==> config.mk <==
export PLATFORM = sky130hd
export DESIGN_NAME = spi_reg_front
export DESIGN_NICKNAME = d
export VERILOG_FILES = /design/src/rtl/spi_front_pkg.sv /design/src/rtl/spi_front_regs.sv /design/src/rtl/spi_front_xfer.sv /design/src/rtl/spi_front_rdmux.sv /design/src/rtl/spi_reg_front.sv
export SDC_FILE = /design/constraint.sdc
export NUM_CORES = 1
export LEC_CHECK = 0
export ABC_CLOCK_PERIOD_IN_PS = 2700
export BUFFER_PORTS_ARGS = -buffer_cell sky130_fd_sc_hd__buf_2
export CAP_MARGIN = 20
export CORE_UTILIZATION = 53
export DETAILED_ROUTE_END_ITERATION = 10
export PLACE_DENSITY_LB_ADDON = 0.08
export SLEW_MARGIN = 40
export SYNTH_ARGS = -nofsm -noshare
export SYNTH_HDL_FRONTEND = slang
export SYNTH_SLANG_ARGS = --single-unit
export TNS_END_PERCENT = 1
==> constraint.sdc <==
create_clock -name clk -period 2.7 [get_ports clk]
set_input_delay 0.135 -clock clk [delete_from_list [all_inputs] [get_ports clk]]
set_output_delay 0.135 -clock clk [all_outputs]
set_load 0.01 [all_outputs]
==> src/rtl/spi_front_pkg.sv <==
package spi_front_pkg;

    parameter int HOST_W  = 32;
    parameter int WR_W    = 40;
    parameter int RD_W    = 32;
    parameter int ADDR_W  = 3;
    parameter int LEN_W   = 6;
    parameter int SEL_W   = 4;
    parameter int DIV_W   = 4;
    parameter int MODE_W  = 2;
    parameter int STALL_W = 6;

    localparam int WR_HI_W     = WR_W - HOST_W;
    localparam int CTL_RSV_W   = 3;
    localparam int CTL_SEL_LSB = 1 + CTL_RSV_W;
    localparam int CTL_LEN_LSB = CTL_SEL_LSB + SEL_W;
    localparam int CFG_W       = DIV_W + MODE_W + 2 * STALL_W;

    typedef enum logic [ADDR_W-1:0] {
        A_WLO  = 3'd0,
        A_WHI  = 3'd1,
        A_CFG  = 3'd2,
        A_CTL  = 3'd3,
        A_RDD  = 3'd4,
        A_STAT = 3'd5
    } addr_e;

    typedef struct packed {
        logic [STALL_W-1:0] stall_stop;
        logic [STALL_W-1:0] stall_start;
        logic [MODE_W-1:0]  mode;
        logic [DIV_W-1:0]   div;
    } cfg_t;

    typedef struct packed {
        logic [LEN_W-1:0] len;
        logic [SEL_W-1:0] sel;
        logic             start;
    } ctl_t;

    function automatic ctl_t ctl_from_word(input logic [HOST_W-1:0] w);
        ctl_t c;
        c.start = w[0];
        c.sel   = w[CTL_SEL_LSB +: SEL_W];
        c.len   = w[CTL_LEN_LSB +: LEN_W];
        return c;
    endfunction

    function automatic logic [HOST_W-1:0] ctl_to_word(input ctl_t c);
        logic [HOST_W-1:0] w;
        w = '0;
        w[0] = c.start;
        w[CTL_SEL_LSB +: SEL_W] = c.sel;
        w[CTL_LEN_LSB +: LEN_W] = c.len;
        return w;
    endfunction

    function automatic cfg_t cfg_from_word(input logic [HOST_W-1:0] w);
        return cfg_t'(w[CFG_W-1:0]);
    endfunction

    function automatic logic [HOST_W-1:0] cfg_to_word(input cfg_t c);
        return {{(HOST_W-CFG_W){1'b0}}, c};
    endfunction

endpackage

==> src/rtl/spi_front_regs.sv <==
module spi_front_regs
    import spi_front_pkg::*;
(
    input  logic              clk,
    input  logic              rst,
    input  logic              wr_en,
    input  logic [ADDR_W-1:0] addr,
    input  logic [HOST_W-1:0] wdata,
    output logic [WR_W-1:0]   frame_o,
    output cfg_t              cfg_o,
    output ctl_t              ctl_o,
    output logic              start_edge_o,
    output logic              start_clr_o
);

    logic [HOST_W-1:0]  wlo_q;
    logic [WR_HI_W-1:0] whi_q;
    cfg_t               cfg_q;
    ctl_t               ctl_q;
    ctl_t               ctl_new;
    logic               ctl_wr;
    logic               unused_wdata;

    assign unused_wdata = ^wdata;
    assign ctl_new      = ctl_from_word(wdata);
    assign ctl_wr       = wr_en && (addr == A_CTL);
    assign start_edge_o = ctl_wr && ctl_new.start && !ctl_q.start;
    assign start_clr_o  = ctl_wr && !ctl_new.start;

    always_ff @(posedge clk) begin
        if (rst) begin
            wlo_q <= '0;
            whi_q <= '0;
            cfg_q <= '0;
            ctl_q <= '0;
        end else if (wr_en) begin
            case (addr)
                A_WLO: wlo_q <= wdata;
                A_WHI: whi_q <= wdata[WR_HI_W-1:0];
                A_CFG: cfg_q <= cfg_from_word(wdata);
                A_CTL: ctl_q <= ctl_new;
                default: ;
            endcase
        end
    end

    assign frame_o = {whi_q, wlo_q};
    assign cfg_o   = cfg_q;
    assign ctl_o   = ctl_q;

    AST_CFG_HOLD: assert property (@(posedge clk) disable iff (rst)
        !(wr_en && addr == A_CFG) |=> $stable(cfg_o));

    AST_FRAME_HOLD: assert property (@(posedge clk) disable iff (rst)
        !(wr_en && (addr == A_WLO || addr == A_WHI)) |=> $stable(frame_o));

endmodule

==> src/rtl/spi_front_xfer.sv <==
module spi_front_xfer
    import spi_front_pkg::*;
(
    input  logic            clk,
    input  logic            rst,
    input  logic            start_edge,
    input  logic            start_clr,
    input  logic            done_in,
    input  logic [RD_W-1:0] rd_in,
    output logic            en_o,
    output logic            busy_o,
    output logic            done_o,
    output logic [RD_W-1:0] rd_o
);

    logic            done_d;
    logic            done_rise;
    logic            fwd;
    logic            en_q;
    logic            busy_q;
    logic            flag_q;
    logic [RD_W-1:0] rd_q;

    assign done_rise = done_in && !done_d;
    assign fwd       = start_edge && !busy_q;

    always_ff @(posedge clk) begin
        if (rst) begin
            done_d <= 1'b0;
            en_q   <= 1'b0;
            busy_q <= 1'b0;
            flag_q <= 1'b0;
            rd_q   <= '0;
        end else begin
            done_d <= done_in;
            if (fwd)            en_q <= 1'b1;
            else if (start_clr) en_q <= 1'b0;
            if (fwd)            busy_q <= 1'b1;
            else if (done_rise) busy_q <= 1'b0;
            if (fwd)            flag_q <= 1'b0;
            else if (done_rise) flag_q <= 1'b1;
            if (done_rise)      rd_q <= rd_in;
        end
    end

    assign en_o   = en_q;
    assign busy_o = busy_q;
    assign done_o = flag_q;
    assign rd_o   = rd_q;

    AST_EN_IDLE_ONLY: assert property (@(posedge clk) disable iff (rst)
        $rose(en_o) |-> $past(!busy_o));

    AST_EN_MARKS_BUSY: assert property (@(posedge clk) disable iff (rst)
        $rose(en_o) |-> busy_o);

    AST_BUSY_DROPS: assert property (@(posedge clk) disable iff (rst)
        (done_rise && !start_edge) |=> !busy_o);

    AST_RD_HOLD: assert property (@(posedge clk) disable iff (rst)
        !done_rise |=> $stable(rd_o));

    AST_DONE_STICKS: assert property (@(posedge clk) disable iff (rst)
        (done_rise && !fwd) |=> done_o);

    AST_DONE_CLEARS: assert property (@(posedge clk) disable iff (rst)
        (start_edge && !busy_o) |=> !done_o);

endmodule

==> src/rtl/spi_front_rdmux.sv <==
module spi_front_rdmux
    import spi_front_pkg::*;
(
    input  logic [ADDR_W-1:0] addr,
    input  logic [WR_W-1:0]   frame,
    input  cfg_t              cfg,
    input  ctl_t              ctl,
    input  logic [RD_W-1:0]   rd,
    input  logic              busy,
    input  logic              done,
    output logic [HOST_W-1:0] rdata
);

    always_comb begin
        rdata = '0;
        case (addr)
            A_WLO:  rdata = frame[HOST_W-1:0];
            A_WHI:  rdata = {{(HOST_W-WR_HI_W){1'b0}}, frame[WR_W-1:HOST_W]};
            A_CFG:  rdata = cfg_to_word(cfg);
            A_CTL:  rdata = ctl_to_word(ctl);
            A_RDD:  rdata = HOST_W'(rd);
            A_STAT: rdata = {{(HOST_W-2){1'b0}}, busy, done};
            default: rdata = '0;
        endcase
    end

endmodule

==> src/rtl/spi_reg_front.sv <==
module spi_reg_front
    import spi_front_pkg::*;
(
    input  logic               clk,
    input  logic               rst,
    input  logic               host_wr,
    input  logic [ADDR_W-1:0]  host_addr,
    input  logic [HOST_W-1:0]  host_wdata,
    output logic [HOST_W-1:0]  host_rdata,
    output logic [WR_W-1:0]    spi_wr_data,
    output logic [LEN_W-1:0]   spi_cycle_len,
    output logic [SEL_W-1:0]   spi_sel,
    output logic               spi_en,
    output logic [MODE_W-1:0]  spi_mode,
    output logic [DIV_W-1:0]   spi_clk_div,
    output logic [STALL_W-1:0] spi_stall_start,
    output logic [STALL_W-1:0] spi_stall_stop,
    input  logic [RD_W-1:0]    spi_rd_data,
    input  logic               spi_done
);

    cfg_t            cfg;
    ctl_t            ctl;
    logic            start_edge;
    logic            start_clr;
    logic            busy;
    logic            done_flag;
    logic [RD_W-1:0] rd_reg;

    spi_front_regs u_regs (
        .clk          (clk),
        .rst          (rst),
        .wr_en        (host_wr),
        .addr         (host_addr),
        .wdata        (host_wdata),
        .frame_o      (spi_wr_data),
        .cfg_o        (cfg),
        .ctl_o        (ctl),
        .start_edge_o (start_edge),
        .start_clr_o  (start_clr)
    );

    spi_front_xfer u_xfer (
        .clk        (clk),
        .rst        (rst),
        .start_edge (start_edge),
        .start_clr  (start_clr),
        .done_in    (spi_done),
        .rd_in      (spi_rd_data),
        .en_o       (spi_en),
        .busy_o     (busy),
        .done_o     (done_flag),
        .rd_o       (rd_reg)
    );

    spi_front_rdmux u_mux (
        .addr  (host_addr),
        .frame (spi_wr_data),
        .cfg   (cfg),
        .ctl   (ctl),
        .rd    (rd_reg),
        .busy  (busy),
        .done  (done_flag),
        .rdata (host_rdata)
    );

    assign spi_cycle_len   = ctl.len;
    assign spi_sel         = ctl.sel;
    assign spi_mode        = cfg.mode;
    assign spi_clk_div     = cfg.div;
    assign spi_stall_start = cfg.stall_start;
    assign spi_stall_stop  = cfg.stall_stop;

    AST_RESET_QUIET: assert property (@(posedge clk)
        rst |=> (!spi_en && spi_wr_data == '0));

endmodule

# --- After elaboration in Yosys (flattened, before gate mapping) ---
# Cells that the tools add are included.
totals:
  register_bits: 105
  wordCells: 42
op_classes:
  n_eq_ne: 5
  mux: 5
  n_reduce_logical: 18
op_table:
  columns: ["operator", "n"]
  rows:
  - ["32-bit one-hot mux with 6 select lines", 1]
  - ["2-bit AND reduction", 4]
  - ["3-bit by 2-bit == test with 1-bit output, second input constant", 2]
  - ["3-bit == test, second input constant", 2]
  - ["1-bit logical AND", 6]
  - ["1-bit zero test", 4]
  - ["1-bit 2-to-1 mux", 4]
  - ["2-bit nonzero test", 2]
  - ["3-bit by 1-bit == test with 1-bit output, second input constant", 1]
  - ["3-bit zero test", 1]
  - ["2-bit OR reduction", 1]

# --- Depth between registers and ports, before layout ---
logic_depth:
  word_depth: 6
  depth_mapped: 6
  depth_no_buf: 3

# --- By module ---
# From an unflattened synthesis, not the netlist that was laid out.
unflattened:
  cells_unflattened: 536
  area_unflattened_um2: 5456.5
by_module_without_submodules:
  columns: ["mod", "instances", "cells_per_inst", "area_per_inst_um2"]
  rows:
  - ["spi_front_regs", 1, 263, 2881.5]
  - ["spi_front_xfer", 1, 157, 1720.4]
  - ["spi_front_rdmux", 1, 116, 854.6]

# --- Worst setup path after synthesis ---
# OpenSTA, ideal clock, no wires.
synth_timing:
  path_kind: "input to register"
  from: "in host_addr[1]"
  to: "reg u_regs.wlo_q[1]"
  setup_ps: 132
  t_arrival_ps: 1119
  required_time_ps: 2568
  setup_slack_ps: 1449
  cell_stages: 6
  path_buffers: 3
  cell_sequence: "buf_6 or4b_1 buf_2 buf_6 nand2_1 a21oi_1"
synth_via:
  elab_chain_len: 2
synth_lines:
  columns: ["element", "line", "rtl"]
  rows:
  - ["start: declaration", "spi_reg_front.sv:7", "input logic [ADDR_W-1:0] host_addr,"]
  - ["3-bit zero test", "spi_front_regs.sv:37", "case (addr)"]
  - ["2-bit AND reduction (no line)", null, null]
  - ["end signal: assignment", "spi_front_regs.sv:38", "A_WLO: wlo_q <= wdata;"]
  - ["end: declaration", "spi_front_regs.sv:16", "logic [HOST_W-1:0] wlo_q;"]
# Every way passes these cells.
# A chain may end at the register's enable or synchronous reset.

# --- Worst setup path in the final report ---
layout_timing:
  from: "in host_addr[1]"
  to: "out host_rdata[10]"
layout_via:
  elab_chain_len: 2
  elab_cells_between_ends: 7
  cone_classes: "eq/ne: 5; mux: 1; reduce/logical: 1"
layout_lines:
  columns: ["element", "line", "rtl"]
  rows:
  - ["3-bit == test, or another cell as far along", "spi_front_rdmux.sv:16", "case (addr)"]
  - ["32-bit one-hot mux with 6 select lines (*)", "spi_front_rdmux.sv:16", null]
  - ["end: declaration", "spi_reg_front.sv:9", "output logic [HOST_W-1:0] host_rdata,"]
# Mark *: on every way between the ends. The rest lies on a longest branch, timed or not.

==> load_flow_metrics.sql <==
INSERT INTO impl_metrics (metric_group, metric, value, unit) VALUES
('clock_network', 'cts-root-buf', 'clkbuf_8', ''),
('logic_synthesis', 'synth_area_leader_cell', 'dfxtp_1', ''),
('grt', 'antenna_found_initial', '0', ''),
('logic_synthesis', 'synth.distinct_cells', '34', ''),
('drt', 'viasPerCell', '5.433', ''),
('placed_design', 'detailedPlacementHpwl', '8999', 'um'),
('critical_path', 'timing.reg2reg.setup_slack', '1110', 'ps'),
('drt', 'drt-initial-drc-count', '292', ''),
('clock_network', 'cts.htree.levels', '3', ''),
('sta', 'setup_violation_total_in_the_final_timing_report', '0', ''),
('hold_path', 'worstHoldPathType', 'input pin to flip-flop', ''),
('clock_network', 'clock_insertion_delay_worst_skew', '370', 'ps'),
('grt', 'grt_start_max_net_pins', '106', ''),
('layout', 'antenna_cells_inserted', '0', ''),
('hold_path', 'hp-start', 'host_wdata[18]', ''),
('critical_path', 'cp-end-kind', 'output pin', ''),
('critical_path', 'timing.critical_path.buf_inv', '2', ''),
('floorplan', 'die_area', '9033', 'um^2'),
('logic_synthesis', 'ys_async_sr_fraction', '0', '%'),
('drt', 'post_drt_wl_per_cell', '15.79', 'um'),
('grt', 'first_global_vias', '4189', ''),
('critical_path', 'critical-path-top-delay-family', 'buffers and inverters', ''),
('placed_design', 'placement.cell_area', '5394', 'um^2'),
('critical_path', 'worstSetupStartpointType', 'input pin', ''),
('layout', 'fill_cells', '712', ''),
('sta', 'clock_skew', '12.31', 'ps'),
('layout', 'final_cell_area', '5872', 'um^2'),
('hold_path', 'min_to', 'u_regs.wlo_q[18]', ''),
('sta', 'timing.final.max_slew_violations', '0', ''),
('critical_path', 'timing.critical_path.cells', 'buf_2 -> and2_0 -> a22oi_1 -> o22ai_1 -> buf_2', ''),
('floorplan', 'die_height', '95.04', 'um'),
('clock_network', 'cts_resized', '0', ''),
('placed_design', 'buffer_ports.inserted', '171', ''),
('sta', 'timing.fmax', '517.4', 'MHz'),
('floorplan', 'rows', '33', ''),
('sta', 'layout_min_cycle_time', '1933', 'ps'),
('drt', 'wl', '13470', 'um'),
('critical_path', 'worst_path_most_repeated_cell', 'buf_2', ''),
('critical_path', 'worstReg2RegEnd', 'u_xfer.rd_o[15]', ''),
('drt', 'drt_pass1_iterations', '5', ''),
('critical_path', 'critical-path-max-stage-delay', '560', 'ps'),
('grt', 'global_route.usage.total', '30.11', '%'),
('clock_network', 'cts_tree', 'yes', ''),
('critical_path', 'timing.critical_path.required', '2570', 'ps'),
('logic_synthesis', 'synth_sequential_area_ratio', '45.81', '%'),
('clock_network', 'cts_inserted_buffers', '9', ''),
('pwr', 'power.static_leakage', '0.002581', 'uW'),
('sta', 'finalCritPeriodShare', '71.59', '%'),
('logic_synthesis', 'syn-cell-area', '4588', 'um^2'),
('pwr', 'ir_drop', '0.3756', 'mV'),
('placed_design', 'gp_routability_congestion', '0.8043', ''),
('critical_path', 'crit_path_max_fanout', '29', ''),
('pwr', 'power.density_cell_area', '501.9', 'nW/um^2'),
('sta', 'setup_tns_after_final_layout', '0', 'ps'),
('logic_synthesis', 'synth.top_cells.by_area', 'dfxtp_1, nand2_1, a21oi_1', ''),
('logic_synthesis', 'synthFlopType', 'dfxtp_1', ''),
('floorplan', 'ios', '172', ''),
('outcome', 'status', 'finished clean', ''),
('floorplan', 'die_span_x', '95.04', 'um'),
('logic_synthesis', 'synth_area_per_cell', '7.938', 'um^2'),
('grt', 'grt_first_pass_wirelength', '20670', 'um'),
('layout', 'total_nets_final', '814', ''),
('sta', 'rsz0062_at_grt', 'false', ''),
('sta', 'final-hold-violation-count', '0', ''),
('critical_path', 'crit_path_top_delay_cell', 'buf_2', ''),
('logic_synthesis', 'synth_nets', '649', ''),
('drt', 'num_vias', '4634', ''),
('sta', 'slew-limit-headroom', '48.81', '%'),
('drt', 'drt_drc_violations_left', '0', ''),
('logic_synthesis', 'yosysTopAreaCellShare', '45.81', '%'),
('critical_path', 'worst_endpoint_data_arrival_time', '1800', 'ps');
## per-stage QoR
step,std cells,hold slack (ps),setup WS (ps)
2_1_floorplan,578,243.8,1449
3_3_place_gp,808,372.8,828.6
3_5_place_dp,808,379.9,799.8
4_1_cts,849,0.5850,809.8
5_1_grt,853,1.439,659.6
6_report,853,7.605,767.1
## registers in the layout, indices dropped and copies added (netlist names)
| register | cells |
|---|---|
| u_regs.ctl_o | 11 |
| u_xfer.done_d | 1 |
| u_regs.wlo_q | 32 |
| u_regs.cfg_o | 18 |
| u_xfer.done_o | 1 |
| u_xfer.busy_o | 1 |
| u_xfer.rd_o | 32 |
| u_regs.whi_q | 8 |
| u_xfer.en_o | 1 |
## placed cells by master, fill, tap and decap left out, drive strengths merged, types with 2 or more instances in the layout
master,n
nand2,187
buf,185
dfxtp,105
a21oi,95
mux2i,37
nor2,29
dlygate4sd3,29
a22oi,16
clkbuf,10
o22ai,6
nor2b,5
o21ai,4
a2bb2oi,4
o2bb2ai,3
o21a,3
clkinv,3
or2,2
nand3b,2
o221ai,2
o32ai,2
mux2,2
nor4bb,2
inv,2
## timing repair
action,CTS,global route
endpoints found under the hold margin,25,5
setup buffers,0,0
hold buffers,25,4
## cell families after synthesis
logic type	after synthesis	share of synthesized area (%)
simple gates	237	21.30
compound gates	137	17.24
flops	105	45.81
buf+inv	60	7.090
mux	39	8.563
## final cells by class
class	instances	area (um^2)	share of cell area [%]
Multi-Input combinational cell	413	2193	37.35
Sequential cell	105	2102	35.80
Timing Repair Buffer	214	1257	21.41
Clock buffer	10	137.6	2.344
Tap cell	105	131.4	2.237
Clock inverter	6	50.05	0.8523
## worst reg2reg max path: cells and delay by family, from the launching register on
family                 cells  cell delay, ps
buffers and inverters      1             390
AO/OA/AOI/OAI              1             150
flip-flops                 1             330
AND/OR/NAND/NOR            2             660
## Yosys cell counts (2+ instances only)
library cell / count
buf_6: 4
o21ai_0: 4
a21oi_1: 95
a2bb2oi_1: 4
or2_2: 2
a22oi_1: 16
o221ai_1: 2
o22ai_1: 6
mux2_2: 2
buf_4: 13
mux2i_1: 37
nor2_1: 29
o21a_1: 3
clkbuf_1: 26
nor2b_1: 5
o2bb2ai_1: 3
dfxtp_1: 105
o32ai_1: 2
nand2_1: 187
buf_2: 17
nor4bb_1: 2
nand3b_1: 2
## where the power goes
part	leakage [uW]	internal, uW	switching (uW)	total (uW)
Sequential	0.000854	1600	32.9	1630
Clock	0.0000948	373	560	932
Combinational	0.00163	166	218	383
## worst max-delay path by stage
| stage | depth (start not counted) | end | slack [ps] | from |
|---|---|---|---|---|
| global route | 5 | host_rdata[10] | 660 | host_addr[1] |
| CTS | 5 | host_rdata[10] | 810 | host_addr[1] |
| finish | 5 | host_rdata[10] | 770 | host_addr[1] |
| detailed placement | 5 | u_regs.cfg_o[16] | 800 | host_addr[1] |
| global placement | 5 | u_regs.cfg_o[15] | 830 | host_addr[1] |
| floorplan | 6 | u_regs.wlo_q[1] | 1450 | host_addr[1] |
## routing by layer
metal	track usage (%)	part of all wire (%)
met1	38.42	42
met2	50.96	50
met3	6.300	6.9
met4	9.343	1.6
met5	0	0
(Power assumes the default switching activity.)
